File: src/rtl/trig_pkg.sv
package trig_pkg;

  typedef enum logic [2:0] {
    MODE_LVL_HIGH = 3'd0,
    MODE_LVL_LOW  = 3'd1,
    MODE_RISE     = 3'd2,
    MODE_FALL     = 3'd3,
    MODE_BOTH     = 3'd4
  } trig_mode_e;

  // Sense bit dominates; dual-edge only matters for edge lines.
  function automatic trig_mode_e decode_mode(input logic sense, input logic pol,
                                             input logic dual);
    if (sense)     return pol ? MODE_LVL_HIGH : MODE_LVL_LOW;
    else if (dual) return MODE_BOTH;
    else           return pol ? MODE_RISE : MODE_FALL;
  endfunction

endpackage

File: src/rtl/trig_sample_reg.sv
module trig_sample_reg #(
  parameter int NUM_LINES = 51
) (
  input  logic                 clk,
  input  logic                 rst_n,
  input  logic [NUM_LINES-1:0] line_i,
  output logic [NUM_LINES-1:0] prev_o
);

  logic [NUM_LINES-1:0] prev_d, prev_q;
  logic                 seen_q;

  always_comb begin
    prev_d = line_i;
  end

  always_ff @(posedge clk or negedge rst_n) begin
    if (!rst_n) begin
      prev_q <= '0;
      seen_q <= 1'b0;
    end else begin
      prev_q <= prev_d;
      seen_q <= 1'b1;
    end
  end

  assign prev_o = prev_q;

  // previous sample always tracks the line, whatever the mode
  p_prev_tracks_r12: assert property (@(posedge clk) disable iff (!rst_n)
    seen_q |-> (prev_q == $past(line_i)));

endmodule

File: src/rtl/trig_line_eval.sv
module trig_line_eval #(
  parameter int NUM_LINES = 51
) (
  input  logic [NUM_LINES-1:0] line_i,
  input  logic [NUM_LINES-1:0] prev_i,
  input  logic [NUM_LINES-1:0] sense_i,
  input  logic [NUM_LINES-1:0] pol_i,
  input  logic [NUM_LINES-1:0] dual_i,
  output logic [NUM_LINES-1:0] level_act_o,
  output logic [NUM_LINES-1:0] edge_hit_o,
  output logic [NUM_LINES-1:0] edge_mode_o
);
  import trig_pkg::*;

  for (genvar g = 0; g < NUM_LINES; g++) begin : g_line
    trig_mode_e mode;
    logic       rise, fall;

    always_comb begin
      mode           = decode_mode(sense_i[g], pol_i[g], dual_i[g]);
      rise           = ~prev_i[g] & line_i[g];
      fall           = prev_i[g] & ~line_i[g];
      level_act_o[g] = 1'b0;
      edge_hit_o[g]  = 1'b0;
      edge_mode_o[g] = 1'b1;
      case (mode)
        MODE_LVL_HIGH: begin level_act_o[g] = line_i[g];  edge_mode_o[g] = 1'b0; end
        MODE_LVL_LOW:  begin level_act_o[g] = ~line_i[g]; edge_mode_o[g] = 1'b0; end
        MODE_RISE:     edge_hit_o[g] = rise;
        MODE_FALL:     edge_hit_o[g] = fall;
        MODE_BOTH:     edge_hit_o[g] = rise | fall;
        default:       edge_hit_o[g] = 1'b0;
      endcase
    end
  end

endmodule

File: src/rtl/trig_pend_reg.sv
module trig_pend_reg #(
  parameter int NUM_LINES = 51
) (
  input  logic                 clk,
  input  logic                 rst_n,
  input  logic [NUM_LINES-1:0] level_act_i,
  input  logic [NUM_LINES-1:0] edge_hit_i,
  input  logic [NUM_LINES-1:0] edge_mode_i,
  input  logic [NUM_LINES-1:0] clr_i,
  output logic [NUM_LINES-1:0] pend_o
);

  logic [NUM_LINES-1:0] pend_d, pend_q;
  logic                 seen_q;

  always_comb begin
    for (int i = 0; i < NUM_LINES; i++) begin
      if (edge_mode_i[i]) pend_d[i] = edge_hit_i[i] | (pend_q[i] & ~clr_i[i]);
      else                pend_d[i] = level_act_i[i];
    end
  end

  always_ff @(posedge clk or negedge rst_n) begin
    if (!rst_n) begin
      pend_q <= '0;
      seen_q <= 1'b0;
    end else begin
      pend_q <= pend_d;
      seen_q <= 1'b1;
    end
  end

  assign pend_o = pend_q;

  // uncleared edge pending never drops
  p_edge_hold_r7: assert property (@(posedge clk) disable iff (!rst_n)
    seen_q |-> (($past(edge_mode_i & pend_q & ~clr_i) & ~pend_q) == '0));

  // cleared edge pending with no new edge drops
  p_edge_clear_r8: assert property (@(posedge clk) disable iff (!rst_n)
    seen_q |-> ((pend_q & $past(edge_mode_i & clr_i & ~edge_hit_i)) == '0));

  // a detected edge always lands, clear or not
  p_edge_wins_r10: assert property (@(posedge clk) disable iff (!rst_n)
    seen_q |-> ((pend_q & $past(edge_mode_i & edge_hit_i)) ==
                $past(edge_mode_i & edge_hit_i)));

endmodule

File: src/rtl/irq_trig_detect.sv
module irq_trig_detect #(
  parameter int NUM_LINES = 51
) (
  input  logic                 clk,
  input  logic                 rst_n,
  input  logic [NUM_LINES-1:0] line_i,
  input  logic [NUM_LINES-1:0] cfg_sense_i,
  input  logic [NUM_LINES-1:0] cfg_pol_i,
  input  logic [NUM_LINES-1:0] cfg_dual_i,
  input  logic [NUM_LINES-1:0] edge_clr_i,
  output logic [NUM_LINES-1:0] pending_o
);

  logic [NUM_LINES-1:0] prev_w, level_act_w, edge_hit_w, edge_mode_w;
  logic                 seen_q;

  trig_sample_reg #(.NUM_LINES(NUM_LINES)) u_sample (
    .clk(clk), .rst_n(rst_n), .line_i(line_i), .prev_o(prev_w)
  );

  trig_line_eval #(.NUM_LINES(NUM_LINES)) u_eval (
    .line_i(line_i), .prev_i(prev_w), .sense_i(cfg_sense_i),
    .pol_i(cfg_pol_i), .dual_i(cfg_dual_i),
    .level_act_o(level_act_w), .edge_hit_o(edge_hit_w),
    .edge_mode_o(edge_mode_w)
  );

  trig_pend_reg #(.NUM_LINES(NUM_LINES)) u_pend (
    .clk(clk), .rst_n(rst_n), .level_act_i(level_act_w),
    .edge_hit_i(edge_hit_w), .edge_mode_i(edge_mode_w),
    .clr_i(edge_clr_i), .pend_o(pending_o)
  );

  always_ff @(posedge clk or negedge rst_n) begin
    if (!rst_n) seen_q <= 1'b0;
    else        seen_q <= 1'b1;
  end

  // level lines mirror the polarity-adjusted sample, clear ignored
  p_level_follow_r2: assert property (@(posedge clk) disable iff (!rst_n)
    seen_q |-> ((pending_o & $past(cfg_sense_i)) ==
                ($past(cfg_sense_i) & ~($past(cfg_pol_i) ^ $past(line_i)))));

  // any change on a dual-edge line sets pending
  p_dual_edge_r4: assert property (@(posedge clk) disable iff (!rst_n)
    seen_q |-> ((pending_o & $past(~cfg_sense_i & cfg_dual_i & (line_i ^ prev_w))) ==
                $past(~cfg_sense_i & cfg_dual_i & (line_i ^ prev_w))));

  // reset state
  p_reset_clear_r11: assert property (@(posedge clk)
    !rst_n |-> (pending_o == '0));

endmodule

File: config.mk
export PLATFORM = sky130hd
export DESIGN_NAME = irq_trig_detect
export DESIGN_NICKNAME = d
export VERILOG_FILES = /design/src/rtl/trig_pkg.sv /design/src/rtl/trig_sample_reg.sv /design/src/rtl/trig_line_eval.sv /design/src/rtl/trig_pend_reg.sv /design/src/rtl/irq_trig_detect.sv
export SDC_FILE = /design/constraint.sdc
export NUM_CORES = 1
export LEC_CHECK = 0
export ABC_CLOCK_PERIOD_IN_PS = 2730
export BUFFER_PORTS_ARGS = -buffer_cell sky130_fd_sc_hd__buf_2
export CORE_MARGIN = 3
export CORE_UTILIZATION = 40
export CTS_CLUSTER_DIAMETER = 30
export DETAILED_ROUTE_END_ITERATION = 8
export PLACE_DENSITY = 0.76
export SETUP_SLACK_MARGIN = 0.5
export SLEW_MARGIN = 20
export SYNTH_ARGS = -nofsm -noshare
export SYNTH_HDL_FRONTEND = slang
export SYNTH_SLANG_ARGS = --single-unit
File: constraint.sdc
create_clock -name clk -period 2.73 [get_ports clk]
set_input_delay 0.546 -clock clk [delete_from_list [all_inputs] [get_ports clk]]
set_output_delay 0.546 -clock clk [all_outputs]
set_load 0.01 [all_outputs]
==> flow_metrics.tcl <==
set metrics [dict create \
    dr.pass1.iters 4 \
    avgRoutedWirePerCell_um 13.20 \
    holdWs_ns 0.1095 \
    post-route-period-util_pct 53.15 \
    cp_num_buf_inv 1 \
    area_growth_pct 32.08 \
    leakage_nw 5.345 \
    fin_nets 1394 \
    end_kind "output pin" \
    start_util_pct 41.58 \
    synth_top_family_by_area "adder cells" \
    drt_wl_total_mm 16.57 \
    fmax_mhz 689.2 \
    post_cts_buffers 0 \
    synth_fa_ha_area_share_pct 19.05 \
    synthCells 714 \
    yosys-mux-area-fraction_pct 7.619 \
    cts.repair.resized 0 \
    cts.path.max_buffers 2 \
    die_h_um 135.4 \
    fin_tns_setup_ns 0 \
    io_pins 308 \
    final_util_pct 54.91 \
    rows 46 \
    grt_overflow_total 0 \
    status "finished clean" \
    h-tree-depth 3 \
    synth_seq_cells 102 \
    cts_tree "yes" \
    drive_above_1_share_pct 31.09 \
    hpwl_mm 13.95 \
    gp_congestion 0.8092 \
    rsz0062_at_grt "no" \
    clock_latency_ns 0.34 \
    cp.arrival_ns 0.90 \
    finalSetupViolCount 0 \
    core-area_um2 16120 \
    vdd.ir_drop.worst_uv 260.5 \
    ctsHoldBuffers 0 \
    dieArea_um2 18340 \
    fin_ws_ns 1.279 \
    maxCapViolCount 0 \
    route.detailed.drc 0 \
    min_period_ns 1.451 \
    dpl.cell_count 1240 \
    hold_viol_final 0 \
    die_x_um 135.4 \
    ant_nets 0 \
    grt_max_degree 46 \
    synth_compound_area_share_pct 11.43 \
    grt_pass1_vias 5852 \
    relSlewSlack_pct 75.58 \
    via_per_inst 4.562 \
    worst_pin_slew_ns 0.3663 \
    n_antenna_cell 0 \
    syn_nets 1073 \
    cpPeakStageDelay_ns 0.41 \
    cts.sinks 102 \
    avgSynthCellArea_um2 9.384 \
    start_kind "register" \
    pre_cts_slack_ns 1.225 \
    ys_seq_area_share_pct 38.10 \
    ys_warn_count 0 \
    grt.total_usage_pct 17.77 \
    path_max_fanout 2 \
    hold_path_class "primary input to asynchronous set/reset pin" \
    grt_pass1_wl_mm 26.43 \
    powerDensity_nw_per_um2 454.5 \
    synth_xor_area_share_pct 6.667 \
    critPathKind "register to output pin" \
    finalNonFillerCells 1255 \
    required_ns 2.18 \
    cp_top_family "flip-flops" \
    cts-root-buf "clkbuf_16" \
    slew_viol_final 0 \
    antenna_found_initial 2 \
    drtIter0Drc 200 \
    path_cells "buf_2" \
    path_clk_slew_ns 0.07 \
    cts_buffers 9 \
    synthSimpleGateAreaFrac_pct 5.714 \
    routed-via-count 5725 \
    worst_path_max_delay_cell "dfrtp_1" \
    netlist-cell-type-count 9 \
    netlist_area_um2 6700 \
    clock_skew_ns 0.005708 \
    port_buffers 307 \
]
cell usage in the layout, fill, tap and decap left out:
cell / instances
o22ai_1: 51
buf_4: 3
buf_12: 1
inv_1: 204
clkinv_2: 1
bufinv_16: 2
mux2i_1: 51
nand2_1: 51
buf_2: 306
dfrtp_1: 102
ha_1: 102
o31a_1: 51
clkinvlp_4: 1
xor2_1: 51
nor2_1: 51
clkbuf_1: 2
clkbuf_16: 9
cell usage after synthesis (all sizes together):
library cell / number / area [um2]
xor2: 51 / 446.7
nor2: 51 / 191.4
o22ai: 51 / 319.1
nand2: 51 / 191.4
dfrtp: 102 / 2552
ha: 102 / 1276
mux2i: 51 / 510.5
o31a: 51 / 446.7
inv: 204 / 765.7
state kept, by name (all words and copies together) (netlist names):
signal,flops
u_pend.pend_o,51
u_sample.prev_o,51
power breakdown:
part,internal [mW],switching [mW],total (mW)
clock,0.799,0.571,1.37
sequential,1.64,0.0745,1.72
combinational,0.460,0.472,0.933
layout make-up:
cell class,count,area (um2)
multi-input combinational,408,3382
clock buffer,11,232.7
fill,1478,7266
sequential,102,2552
clock inverter,4,72.57
tap,216,270.3
inverter,204,765.7
timing repair buffer,310,1574
worst paths after layout:
check / from / endpoint / slack (ns) / cells after the start
max in group asynchronous: rst_n / u_pend.pend_o[13]$_DFF_PN0_ / 1.96 / 2
worst min-delay path: rst_n / u_sample.prev_o[10]$_DFF_PN0_ / 0.11 / 1
worst max register to register: u_sample.prev_o[24]$_DFF_PN0_ / u_pend.pend_o[24]$_DFF_PN0_ / 1.57 / 3
worst min register to register: u_pend.pend_o[44]$_DFF_PN0_ / u_pend.pend_o[44]$_DFF_PN0_ / 0.68 / 3
worst max-delay path: u_pend.pend_o[22]$_DFF_PN0_ / pending_o[22] / 1.28 / 1
min in group clk: line_i[28] / u_sample.prev_o[28]$_DFF_PN0_ / 0.36 / 1
stage by stage:
step	power [mW]	area, um2
6_report	4.022	8850
2_1_floorplan	2.191	6700
5_1_grt	4.271	8850
4_1_cts	4.092	8850
3_3_place_gp	2.663	8544
3_5_place_dp	2.688	8544
layer usage:
metal / track usage [%] / part of all wire, %
met5: 0 / 0.16
met4: 6.103 / 2.0
met3: 4.309 / 6.9
met2: 31.91 / 50
met1: 20.68 / 41
cell families (layout without fill, tap and decap cells):
logic type | Yosys count | after routing
AO/OA/AOI/OAI | 102 | 102
flip-flops | 102 | 102
XOR/XNOR | 51 | 51
buffers and inverters | 204 | 529
AND/OR/NAND/NOR | 102 | 102
adder cells (fa/ha/maj) | 102 | 102
multiplexers | 51 | 51
No activity file was read; power rests on OpenSTA's default activity.
